==> src/rtl/nor_burst_reader.sv <==
module nor_burst_reader #(
  parameter int ADDR_W = 24,
  parameter int DATA_W = 16,
  parameter int TIME_W = 4,
  parameter int CNT_W  = 8
) (
  input  logic              clk,
  input  logic              rst_n,
  input  logic              start,
  input  logic [ADDR_W-1:0] start_addr,
  input  logic [1:0]        cfg_div,
  input  logic [TIME_W-1:0] cfg_clk_act,
  input  logic [TIME_W-1:0] cfg_cs_on,
  input  logic [TIME_W-1:0] cfg_adv_on,
  input  logic [TIME_W-1:0] cfg_adv_off,
  input  logic              cfg_adv_half,
  input  logic [TIME_W-1:0] cfg_oe_on,
  input  logic [TIME_W-1:0] cfg_first,
  input  logic [TIME_W-1:0] cfg_gap,
  input  logic [TIME_W-1:0] cfg_cs_hold,
  input  logic [1:0]        cfg_len,
  input  logic              cfg_wrap,
  input  logic              cfg_wait_pol,
  input  logic              cfg_wait_early,
  input  logic              cfg_mux,
  output logic              busy,
  output logic              rd_valid,
  output logic [DATA_W-1:0] rd_data,
  output logic [ADDR_W-1:0] rd_addr,
  output logic              done,
  output logic              nor_clk,
  output logic              nor_cs_n,
  output logic              nor_adv_n,
  output logic              nor_oe_n,
  output logic [ADDR_W-1:0] nor_addr,
  output logic [DATA_W-1:0] nor_ad_out,
  output logic              nor_ad_oe,
  input  logic [DATA_W-1:0] nor_data_in,
  input  logic              nor_wait
);

  typedef enum logic [1:0] {S_IDLE, S_RUN, S_TAIL} state_t;

  state_t            st;
  logic [CNT_W-1:0]  tick, nxt;
  logic [4:0]        wcnt, words;
  logic [TIME_W-1:0] hold;
  logic [ADDR_W-1:0] base, cur, mask, cur_next;
  logic [1:0]        dcnt;
  logic              wait_q, run, run_neg, adv_comb_n, adv_neg;
  logic              nr_now, nr_eff, cap_pt, stall, take, last;
  logic [CNT_W-1:0]  gap_eff;

  assign words    = (cfg_len == 2'd0) ? 5'd4 : (cfg_len == 2'd1) ? 5'd8 : 5'd16;
  assign mask     = ADDR_W'(words) - ADDR_W'(1);
  assign cur_next = cfg_wrap ? ((cur & ~mask) | ((cur + ADDR_W'(1)) & mask)) : cur + ADDR_W'(1);
  assign gap_eff  = (cfg_gap == '0) ? CNT_W'(1) : CNT_W'(cfg_gap);

  assign nr_now = (nor_wait == cfg_wait_pol);
  assign nr_eff = cfg_wait_early ? wait_q : nr_now;
  assign cap_pt = (st == S_RUN) && (tick == nxt);
  assign stall  = cap_pt && nr_eff;
  assign take   = cap_pt && !nr_eff;
  assign last   = (wcnt == words - 5'd1);

  always_ff @(posedge clk or negedge rst_n) begin
    if (!rst_n) begin
      st       <= S_IDLE;
      tick     <= '0;
      nxt      <= '0;
      wcnt     <= '0;
      hold     <= '0;
      base     <= '0;
      cur      <= '0;
      wait_q   <= 1'b0;
      rd_valid <= 1'b0;
      rd_data  <= '0;
      rd_addr  <= '0;
      done     <= 1'b0;
    end else begin
      wait_q   <= nr_now;
      rd_valid <= 1'b0;
      done     <= 1'b0;
      case (st)
        S_IDLE: if (start) begin
          st   <= S_RUN;
          tick <= '0;
          nxt  <= CNT_W'(cfg_first);
          wcnt <= '0;
          base <= start_addr;
          cur  <= start_addr;
        end
        S_RUN: begin
          if (!stall) tick <= tick + CNT_W'(1);
          if (take) begin
            rd_valid <= 1'b1;
            rd_data  <= nor_data_in;
            rd_addr  <= cur;
            cur      <= cur_next;
            wcnt     <= wcnt + 5'd1;
            nxt      <= tick + gap_eff;
            if (last) begin
              done <= 1'b1;
              st   <= S_TAIL;
              hold <= cfg_cs_hold;
            end
          end
        end
        S_TAIL: begin
          if (hold == '0) st <= S_IDLE;
          else hold <= hold - TIME_W'(1);
        end
        default: st <= S_IDLE;
      endcase
    end
  end

  assign run = ((st == S_RUN) && (tick >= CNT_W'(cfg_clk_act))) || (st == S_TAIL);

  always_ff @(posedge clk or negedge rst_n) begin
    if (!rst_n) dcnt <= '0;
    else if (run) dcnt <= dcnt + 2'd1;
    else dcnt <= '0;
  end

  always_ff @(negedge clk or negedge rst_n) begin
    if (!rst_n) begin
      run_neg <= 1'b0;
      adv_neg <= 1'b1;
    end else begin
      run_neg <= run;
      adv_neg <= adv_comb_n;
    end
  end

  always_comb begin
    case (cfg_div)
      2'd0:    nor_clk = clk & run & run_neg;
      2'd1:    nor_clk = run & dcnt[0];
      default: nor_clk = run & dcnt[1];
    endcase
  end

  assign adv_comb_n = !((st == S_RUN) && (tick >= CNT_W'(cfg_adv_on)) && (tick < CNT_W'(cfg_adv_off)));
  assign nor_adv_n  = adv_comb_n & (!cfg_adv_half | adv_neg);
  assign nor_ad_oe  = cfg_mux && (st == S_RUN) && (tick < CNT_W'(cfg_adv_off) + CNT_W'(cfg_adv_half));
  assign nor_ad_out = nor_ad_oe ? base[DATA_W-1:0] : '0;
  assign nor_cs_n   = !(((st == S_RUN) && (tick >= CNT_W'(cfg_cs_on))) || (st == S_TAIL));
  assign nor_oe_n   = !((((st == S_RUN) && (tick >= CNT_W'(cfg_oe_on))) || (st == S_TAIL)) && !nor_ad_oe);
  assign nor_addr   = base;
  assign busy       = (st != S_IDLE);

  AST_DONE_WITH_WORD: assert property (@(posedge clk) disable iff (!rst_n) done |-> rd_valid && wcnt == words);
  AST_STALL_NO_WORD: assert property (@(posedge clk) disable iff (!rst_n) stall |=> !rd_valid && $stable(nor_cs_n));
  AST_WRAP_INSIDE: assert property (@(posedge clk) disable iff (!rst_n) (rd_valid && cfg_wrap) |-> ((rd_addr ^ base) & ~mask) == '0);
  AST_CLK_QUIET: assert property (@(posedge clk) disable iff (!rst_n) (st == S_IDLE && $past(st) == S_IDLE) |-> !nor_clk && nor_cs_n);
  AST_START_IGNORED: assert property (@(posedge clk) disable iff (!rst_n) (st != S_IDLE && start) |=> $stable(base));
  AST_WORD_LIMIT: assert property (@(posedge clk) disable iff (!rst_n) rd_valid |-> wcnt != 5'd0 && wcnt <= words);

endmodule

==> config.mk <==
export PLATFORM = sky130hd
export DESIGN_NAME = nor_burst_reader
export DESIGN_NICKNAME = d
export VERILOG_FILES = /design/src/rtl/nor_burst_reader.sv
export SDC_FILE = /design/constraint.sdc
export NUM_CORES = 1
export LEC_CHECK = 0
export ABC_AREA = 1
export BUFFER_PORTS_ARGS = -buffer_cell sky130_fd_sc_hd__buf_4
export CORE_ASPECT_RATIO = 1.5
export CORE_UTILIZATION = 49
export CTS_CLUSTER_SIZE = 14
export DETAILED_ROUTE_END_ITERATION = 8
export PLACE_DENSITY = 0.85
export SLEW_MARGIN = 10
export SYNTH_ARGS = -nofsm -noshare
export SYNTH_HDL_FRONTEND = slang
export SYNTH_SLANG_ARGS = --single-unit
==> constraint.sdc <==
create_clock -name clk -period 3.85 [get_ports clk]
set_input_delay 0.5775 -clock clk [delete_from_list [all_inputs] [get_ports clk]]
set_output_delay 0.5775 -clock clk [all_outputs]
set_load 0.01 [all_outputs]
== Word-level counts from Yosys, hierarchy flattened ==
Index checks and enable logic that the tools add are counted.

* Flip-flop bits (word level): 122
* Input port bits: 85
* Output and inout bits: 88
* Word-level logic and storage cells: 121

* Add/sub/neg operators: 9
* Magnitude comparators: 6
* Equal/unequal tests: 13
* Mux-type cells: 34
* Bitwise operators: 10
* Reduce and logical (&&, ||, !) cells: 34

{| class="wikitable"
|+ Operator list
! kind !! number
|-
| $mux 24 || 3
|-
| $and 24x24->24 || 2
|-
| $pmux 24 s2 || 1
|-
| $ge 8x4->1 || 4
|-
| $mux 8 || 4
|-
| $pmux 8 s2 || 2
|-
| $add 24x1->24 const B || 1
|-
| $not 24->24 || 1
|-
| $or 24x24->24 || 1
|-
| $mux 5 || 4
|-
| $mux 16 || 1
|-
| $mux 4 || 4
|-
| $ne 2x2->1 const B || 6
|-
| $logic_and 1x1->1 || 11
|-
| $mux 2 || 5
|-
| $pmux 5 s2 || 1
|-
| $add 8x1->8 const B || 1
|-
| $add 8x4->8 || 1
|-
| $eq 8x8->1 || 1
|-
| $logic_not 4->1 || 2
|-
| $lt 8x4->1 || 1
|-
| $lt 8x5->1 || 1
|-
| $pmux 4 s2 || 1
|-
| $reduce_and 4->1 || 2
|-
| 21 further kinds || 45
|}

== Logic depth before layout (Yosys ltp) ==
Gate-level depths: netlist of run 1.

* Depth in word-level cells: 10
* Gate-level depth with buffers: 12
* Gate-level depth less buffers: 12

==> results.md, run 1 <==
Cells and area:
- For this run, the number of standard cells in the final layout without fillers is 1349.
- The count of nets after finishing is 1263.
- The relative area change from synthesis to final layout is 30.6%.
- The antenna cell count is 0.
- The share of the core filled with cells is 65.5%.
- In the final layout, the share of cells above drive strength 1 is 21.3%.
- The finished cells cover 9210 um2.

Global route:
- Global routing used 29.4% of the available tracks.
- The pin count of the biggest net entering global routing is 69.
- The initial antenna violation count came to 0.
- The first global-routing pass estimated 33.1 mm of wire.
- The global route total overflow is 0.
- The number of global-route vias before repair is 7012.

Worst hold path:
- The worst hold path passes through 3 cells.
- The worst hold path terminates at rd_data[11].
- The type of the most critical hold path is primary input to register.
- The startpoint identified for the worst hold timing path is nor_data_in[11].

Die:
- The y dimension of the die is 149 um.
- The floorplan step set the die width to 99.9 um.
- The core area is 14100 um2.
- The initial utilization of the core area, before any placement, comes to 50.2%.
- The top-level I/O count is 173.
- In this run the core area contains 53 standard-cell rows.
- The floorplan step defined a die boundary enclosing 14900 um2.

STA:
- The number of max-slew violations in the final report is 0.
- The number of hold violations in the final report was 0.
- The normalized max-slew margin is 43.3%.
- Setup slack on the critical path of the routed design comes to -101 ps.
- At the pin with the least slew margin, the transition time is 851 ps.
- Setup violations remaining at the end of the flow were counted as 2.
- Setup repair after global routing could not meet its margin everywhere.
- The worst clock skew is 56.7 ps.

Routing:
- Using the TritonRoute via totals, the vias-per-cell ratio works out to 5.23.
- The routed design has 21.0 mm of wire.
- For this block, the initial DRC count from the detailed router was 447.
- The first detailed-routing pass took 6 iterations.
- The top routing layer in use is met4.
- The routed metal-1 wire length is 7.29 mm.
- Summed over all nets, wire length on met2 after detailed routing comes to 11.0 mm.
- The routed design uses 1.10 mm of met3 wire.
- In the routed design, unresolved DRC markers number 0.
- The via total after detailed routing is 7054.
- The number of nets still failing antenna checks after routing is 0.
- The routed wire length per instance is 15.6 um.

Placed design:
- The number of input and output port buffers inserted is 172.
- The weighted congestion at the end of routability-driven global placement is 0.914.
- Detailed placement finished with a half-perimeter wire length of 15.3 mm.
- The cell count after placement is 1313.
- At the placement stage, the worst setup path has a slack of 196 ps.
- The instance area at placement is 8540 um2.

Synth:
- After synthesis, the share of cell area in mux cells is 1.12%.
- For this run, asynchronously set or reset flops after synthesis account for 100%.
- After synthesis, the largest family of logic cells by area is simple AND/OR/NAND/NOR gates.
- The xor and xnor fraction of the mapped netlist area is 2.24%.
- The post-synthesis cell area is 7050 um2.
- The number of distinct standard cells referenced by the synthesized netlist is 42.
- The number of synthesized flops with an enable pin is 0.
- In the synthesized netlist, the number of instances is 965.
- After synthesis, flip-flops and latches occupy 43.3% of the total area.
- The number of nets produced by synthesis is 1084.
- The synthesized netlist devotes 6.14% of its cell area to adder and majority cells.
- The total of warnings raised by yosys is 0.
- The average cell area after synthesis is 7.31 um2.
- The simple-gate share of the synthesized area is 29.4%.
- The compound-gate portion of the synthesized area is 9.09%.
- The most used flip-flop cell after synthesis is sky130_fd_sc_hd__dfrtp_1.
- The synthesis-stage register bit count is 122.

Flow run:
- Max-cap violations in this run came to 0.

Power and ir drop:
- The worst ir drop on vdd is 405 uV.
- The total power per unit cell area is 706 nW/um2.
- The static leakage power is 4.89 nW.

Outcome:
- The flow ran to the end, but the final reports show violations.
- The final reports fail on negative setup slack.

Worst setup path:
- The number of cells on the worst reg-to-reg path is 5.
- The worst endpoint data arrival time is 3370 ps.
- The required time of the critical path is 3270 ps.
- The worst setup path is captured at an output port.
- The worst setup path is of the register to output port kind.
- In this run the critical register-to-register path is captured at run_neg.
- The kind of launch point of the worst setup path is a register.
- In this run the worst path has a maximum fanout of 1.
- The worst register-to-register path begins at tick[6].
- The internal reg-to-reg setup slack is 350 ps.

Clock tree:
- TritonCTS built the clock tree.
- The insertion delay to the later sink of the worst-skew pair is 570 ps.
- The total setup buffers inserted after CTS is 0.
- The clock transition at the registers of the reported paths is 60 ps.
-- timing repair --
action / CTS / global route
hold endpoints to repair: 3 / 0
resized for setup: 3 / 0
pin swaps: 3 / 0
endpoints found under the setup margin: 2 / 2
hold buffers: 1 / 0
-- critical path: stages, from the launching register on --
cell and delay (ps):
sky130_fd_sc_hd__dfrtn_1 430, sky130_fd_sc_hd__a21oi_4 80, sky130_fd_sc_hd__a211oi_2 140, sky130_fd_sc_hd__a21oi_1 60, sky130_fd_sc_hd__nor2_1 100, sky130_fd_sc_hd__buf_4 130
-- cell usage after synthesis (2+ instances only) --
| cell | number | area [um2] |
|---|---|---|
| sky130_fd_sc_hd__o22ai_1 | 3 | 18.8 |
| sky130_fd_sc_hd__nand2_1 | 349 | 1310 |
| sky130_fd_sc_hd__mux2_2 | 7 | 78.8 |
| sky130_fd_sc_hd__ha_1 | 33 | 413 |
| sky130_fd_sc_hd__nand3b_1 | 2 | 15.0 |
| sky130_fd_sc_hd__nand4_1 | 14 | 87.6 |
| sky130_fd_sc_hd__nor2_1 | 84 | 315 |
| sky130_fd_sc_hd__clkbuf_1 | 15 | 56.3 |
| sky130_fd_sc_hd__o21ai_0 | 77 | 385 |
| sky130_fd_sc_hd__dfrtp_1 | 120 | 3000 |
| sky130_fd_sc_hd__o21ai_2 | 2 | 17.5 |
| sky130_fd_sc_hd__xor2_1 | 14 | 123 |
| sky130_fd_sc_hd__nor3_1 | 3 | 15.0 |
| sky130_fd_sc_hd__inv_1 | 115 | 432 |
| sky130_fd_sc_hd__or2_2 | 5 | 31.3 |
| sky130_fd_sc_hd__o21ai_1 | 4 | 20.0 |
| sky130_fd_sc_hd__a21oi_1 | 23 | 115 |
| sky130_fd_sc_hd__nor4_1 | 2 | 12.5 |
| sky130_fd_sc_hd__inv_2 | 5 | 18.8 |
| sky130_fd_sc_hd__o211ai_1 | 4 | 30.0 |
| sky130_fd_sc_hd__buf_6 | 3 | 33.8 |
| sky130_fd_sc_hd__xnor2_1 | 4 | 35.0 |
| sky130_fd_sc_hd__nand3_1 | 48 | 240 |
| sky130_fd_sc_hd__buf_2 | 11 | 55.1 |
-- per-stage QoR --
step           power (mW)  setup TNS, ps  hold slack (ps)
2_1_floorplan        3.55              0              282
3_3_place_gp         4.68              0              409
3_5_place_dp         4.77              0              410
4_1_cts              6.52           -181              241
5_1_grt              6.93           -247              245
6_report             6.50           -161              249
-- worst max path at each step --
stage	cells after the start	end	from	slack [ps]
floorplan	8	run_neg	cfg_clk_act[1]	280
global placement	9	run_neg	cfg_clk_act[1]	230
detailed placement	9	run_neg	cfg_clk_act[1]	200
CTS	5	nor_clk	run_neg	-140
global route	5	nor_clk	run_neg	-170
finish	5	nor_clk	run_neg	-100
-- per-layer routing --
layer	vias to the layer above	GRT usage, %
li1	3398	-
met1	3286	29.1
met2	275	51.3
met3	95	7.22
met4	0	24.2
met5	-	0
-- cell type report --
cell class                      count  area [um2]
Sequential cell                   122        3050
Multi-Input combinational cell    691        3400
Clock inverter                     14         131
Inverter                          120         450
Clock buffer                       23         526
Tap cell                          192         240
Fill cell                        1208        4850
Timing Repair Buffer              187        1410
-- logic make-up after synthesis --
group	count (synthesis)
AND/OR/NAND/NOR	513
flip-flops	122
buffers and inverters	152
AO/OA/AOI/OAI	119
multiplexers	7
XOR/XNOR	18
adder cells (fa/ha/maj)	34
-- layout by cell type (no fill, tap or decap), drive strengths merged, types with 5 or more instances in the layout --
cell	n
clkbuf	22
nand2	350
nor2	86
clkinv	8
nand4	14
mux2	7
or2	5
nand3	49
dfrtp	120
a21oi	24
ha	33
o21ai	83
xor2	14
inv	120
buf	187
-- report_power, final --
group | total (mW) | switching (mW) | internal, mW
Sequential | 2.22 | 0.445 | 1.78
Combinational | 2.56 | 1.41 | 1.15
Clock | 1.72 | 0.616 | 1.11
Total | 6.50 | 2.47 | 4.03
(Power assumes the default switching activity.)
==> run 2, diff against run 1 <==
--- a/config.mk
+++ b/config.mk
@@ -12,6 +12,7 @@
 export CTS_CLUSTER_SIZE = 14
 export DETAILED_ROUTE_END_ITERATION = 8
 export PLACE_DENSITY = 0.85
+export RECOVER_POWER = 100
 export SLEW_MARGIN = 10
 export SYNTH_ARGS = -nofsm -noshare
 export SYNTH_HDL_FRONTEND = slang
==> run 2 against run 1 <==
  * The run ends with max-capacitance violations, max-slew violations, negative setup slack left
  * Utilization fell by 2.5 points
  * Clock power is essentially flat
  * Non-clock buffer count unchanged
  * Critical path depth unchanged
  * Clock-buffer cell count stayed put
  * Critical endpoint unchanged
  * Largest cell class unchanged
==> results.md, run 2 (synthesized netlist as in run 1, its figures left out) <==
Outcome:
- The flow ran to the end, but the final reports show violations.
- The final reports fail on max-capacitance violations, max-slew violations, negative setup slack.

Global route:
- The pin count of the biggest net entering global routing is 69 (unchanged).
- The wire length of the first global-routing pass is 33.1 mm (unchanged).
- The global route total overflow was 0 (unchanged).
- The number of global-route vias before repair was 7012 (unchanged).
- The global routing usage summed across all routing layers was 29.4% (unchanged).
- The initial antenna violation count is 0 (unchanged).

STA:
- The transition time of the tightest slew-check pin was 1950 ps (+1100 ps).
- Setup repair after global routing could not meet its margin everywhere.
- The worst clock skew is 51.9 ps (-4.79 ps).
- The number of max-slew violations in the final report is 63 (+63).
- The number of setup violations in the final report is 2 (unchanged).
- The number of hold violations in the final report is 0 (unchanged).
- The worst setup slack after layout came to -102 ps (-1.40 ps).
- The normalized max-slew margin is -30.0% (-73 points).

Cells and area:
- The area used by multi-input combinational logic is 3390 um2 (-0.37%).
- The library cell used most frequently in the layout, excluding fill and tap cells, is sky130_fd_sc_hd__nand2_1.
- The share of the core filled with cells is 63.0% (-2.5 points).
- The count of nets after finishing was 1263 (unchanged).
- The share of post-route cells with drive strength above 1 came to 13.5% (-7.9 points).
- The layout filler cell count is 1314 (+8.8%).
- The filler-free cell count of the finished design came to 1349 (unchanged).
- The antenna cell count is 0 (unchanged).
- Leaving out fill and tap cells, the most frequent cells in the layout are 349 x sky130_fd_sc_hd__nand2_1, 120 x sky130_fd_sc_hd__dfrtp_1, 115 x sky130_fd_sc_hd__inv_1, 94 x sky130_fd_sc_hd__buf_4, 89 x sky130_fd_sc_hd__clkbuf_1.
- The sequential cell area in the final layout came to 3050 um2 (unchanged).
- The relative area change from synthesis to final layout is 25.6%.

Worst setup path:
- The peak fanout along the critical path was 1 (unchanged).
- The critical register-to-register path startpoint is tick[6].
- STA classifies the critical path endpoint as an output port.
- The kind of cell with the highest combined delay along the critical path is flip-flops.
- The worst endpoint data arrival time is 3370 ps (about the same).
- STA classifies the critical path startpoint as a register.
- The number of cells on the worst reg-to-reg path is 5 (unchanged).
- The internal reg-to-reg setup slack is 270 ps (-80 ps).
- The worst register-to-register path ends at run_neg.
- The critical path buffer and inverter count is 1 (unchanged).
- The biggest cell delay along the critical path came to 430 ps (about the same).
- On the critical path, the stage with the largest delay is an instance of sky130_fd_sc_hd__dfrtn_1.
- Walking the worst path, the cells encountered are a21oi_4 > a211oi_2 > a21oi_1 > nor2_1 > buf_4.
- The worst setup path category is register to output port.
- The required time of the critical path came to 3270 ps (about the same).

Worst hold path:
- The capture endpoint of the worst hold path is rd_data[11].
- The startpoint identified for the worst hold timing path is nor_data_in[11].
- The type of the most critical hold path is primary input to register.
- The depth of the worst hold-timing path is 3 (unchanged).

Die:
- The top-level I/O count is 173 (unchanged).
- The initial core utilization is 50.2% (unchanged).
- The chip width is 99.9 um (unchanged).
- The overall die area is 14900 um2 (unchanged).
- The number of standard-cell rows in the floorplan came to 53 (unchanged).
- The y dimension of the die is 149 um (unchanged).
- The core area is 14100 um2 (unchanged).

Routing:
- The number of nets still failing antenna checks after routing was 0 (unchanged).
- The sum of met2 wire segment lengths after detailed routing is 11.0 mm (+0.14%).
- The via density per instance is 5.25 (+0.48%).
- The initial detailed-routing violation count is 445 (-0.45%).
- The remaining design rule violation count came to 0 (unchanged).
- The routed metal-1 wire length came to 7.25 mm (-0.53%).
- The routed wire length per instance was 15.5 um (-0.20%).
- The detailed router used layers up to and including met4.
- The sum of routed wire length over all layers is 21.0 mm (-0.20%).
- The via total after detailed routing is 7088 (+0.48%).
- The number of search-and-repair iterations in the first detailed-routing pass is 8 (+2).
- The met3 layer wire length in the routed design is 1.14 mm (+3.1%).

Power and ir drop:
- The worst ir drop on vdd was 406 uV (about the same).
- The total power per unit cell area is 700 nW/um2 (-0.83%).
- The static leakage power was 4.53 nW (-7.3%).

Clock tree:
- The insertion delay to the later sink of the worst-skew pair is 570 ps (about the same).
- The CTS tree is built.
- The clock transition at the registers of the reported paths is 60 ps (about the same).

Placed design:
- The detailed placer's ending HPWL is 15.3 mm (unchanged).
- The cell count after placement came to 1313 (unchanged).
- The number of input and output port buffers inserted is 172 (unchanged).
- The weighted congestion at the end of routability-driven global placement came to 0.914 (unchanged).
- The pre-CTS worst setup slack is 196 ps (unchanged).

Flow run:
- The number of violations of the max-capacitance limit was 2 (+2).
run 2: final cells by class:
cell class | count | share of cell area (%)
Sequential cell | 122 | 34.5
Inverter | 120 | 5.08
Multi-Input combinational cell | 691 | 38.2
Tap cell | 192 | 2.71
Clock inverter | 14 | 1.48
Timing Repair Buffer | 187 | 12.1
Clock buffer | 23 | 5.93
run 2: worst max path at each step:
| stage | from | end | slack [ps] | depth (start not counted) |
|---|---|---|---|---|
| 2_1_floorplan | cfg_clk_act[1] | run_neg | 280 | 8 |
| 3_3_place_gp | cfg_clk_act[1] | run_neg | 230 | 9 |
| 3_5_place_dp | cfg_clk_act[1] | run_neg | 200 | 9 |
| 4_1_cts | run_neg | nor_clk | -140 | 5 |
| 5_1_grt | run_neg | nor_clk | -170 | 5 |
| 6_report | run_neg | nor_clk | -100 | 5 |
run 2: repair_timing:
item | 4_1_cts | 5_1_grt
setup endpoints to repair | 2 | 2
resized for setup | 3 | 0
pin swaps | 3 | 0
buffers inserted | 0 | 0
hold buffers | 1 | 0
hold endpoints to repair | 3 | 0
run 2: per-stage QoR:
step	hold slack, ps	area (um2)	setup TNS [ps]	power, mW
6_report	247	8860	-165	6.20
5_1_grt	245	8860	-247	6.63
4_1_cts	241	9210	-181	6.52
3_5_place_dp	410	8540	0	4.77
3_3_place_gp	409	8540	0	4.68
2_1_floorplan	282	7050	0	3.55
run 2: power breakdown:
group	switching (mW)	total (mW)	internal, mW	leakage [nW]
sequential	0.437	2.22	1.78	1.57
combinational	1.41	2.26	0.853	2.64
clock	0.619	1.73	1.11	0.328
run 2: metal layers:
metal  global-route usage [%]  vias to the layer above
li1                         -                     3400
met3                     7.22                       97
met1                     29.1                     3315
met5                        0                        -
met4                     24.2                        0
met2                     51.3                      276
run 2: worst reg2reg max path, delay by kind of cell (launching register included):
kind	cells	cell delay, ps
AO/OA/AOI/OAI	1	180
flip-flops	1	440
AND/OR/NAND/NOR	3	810
buffers and inverters	1	60
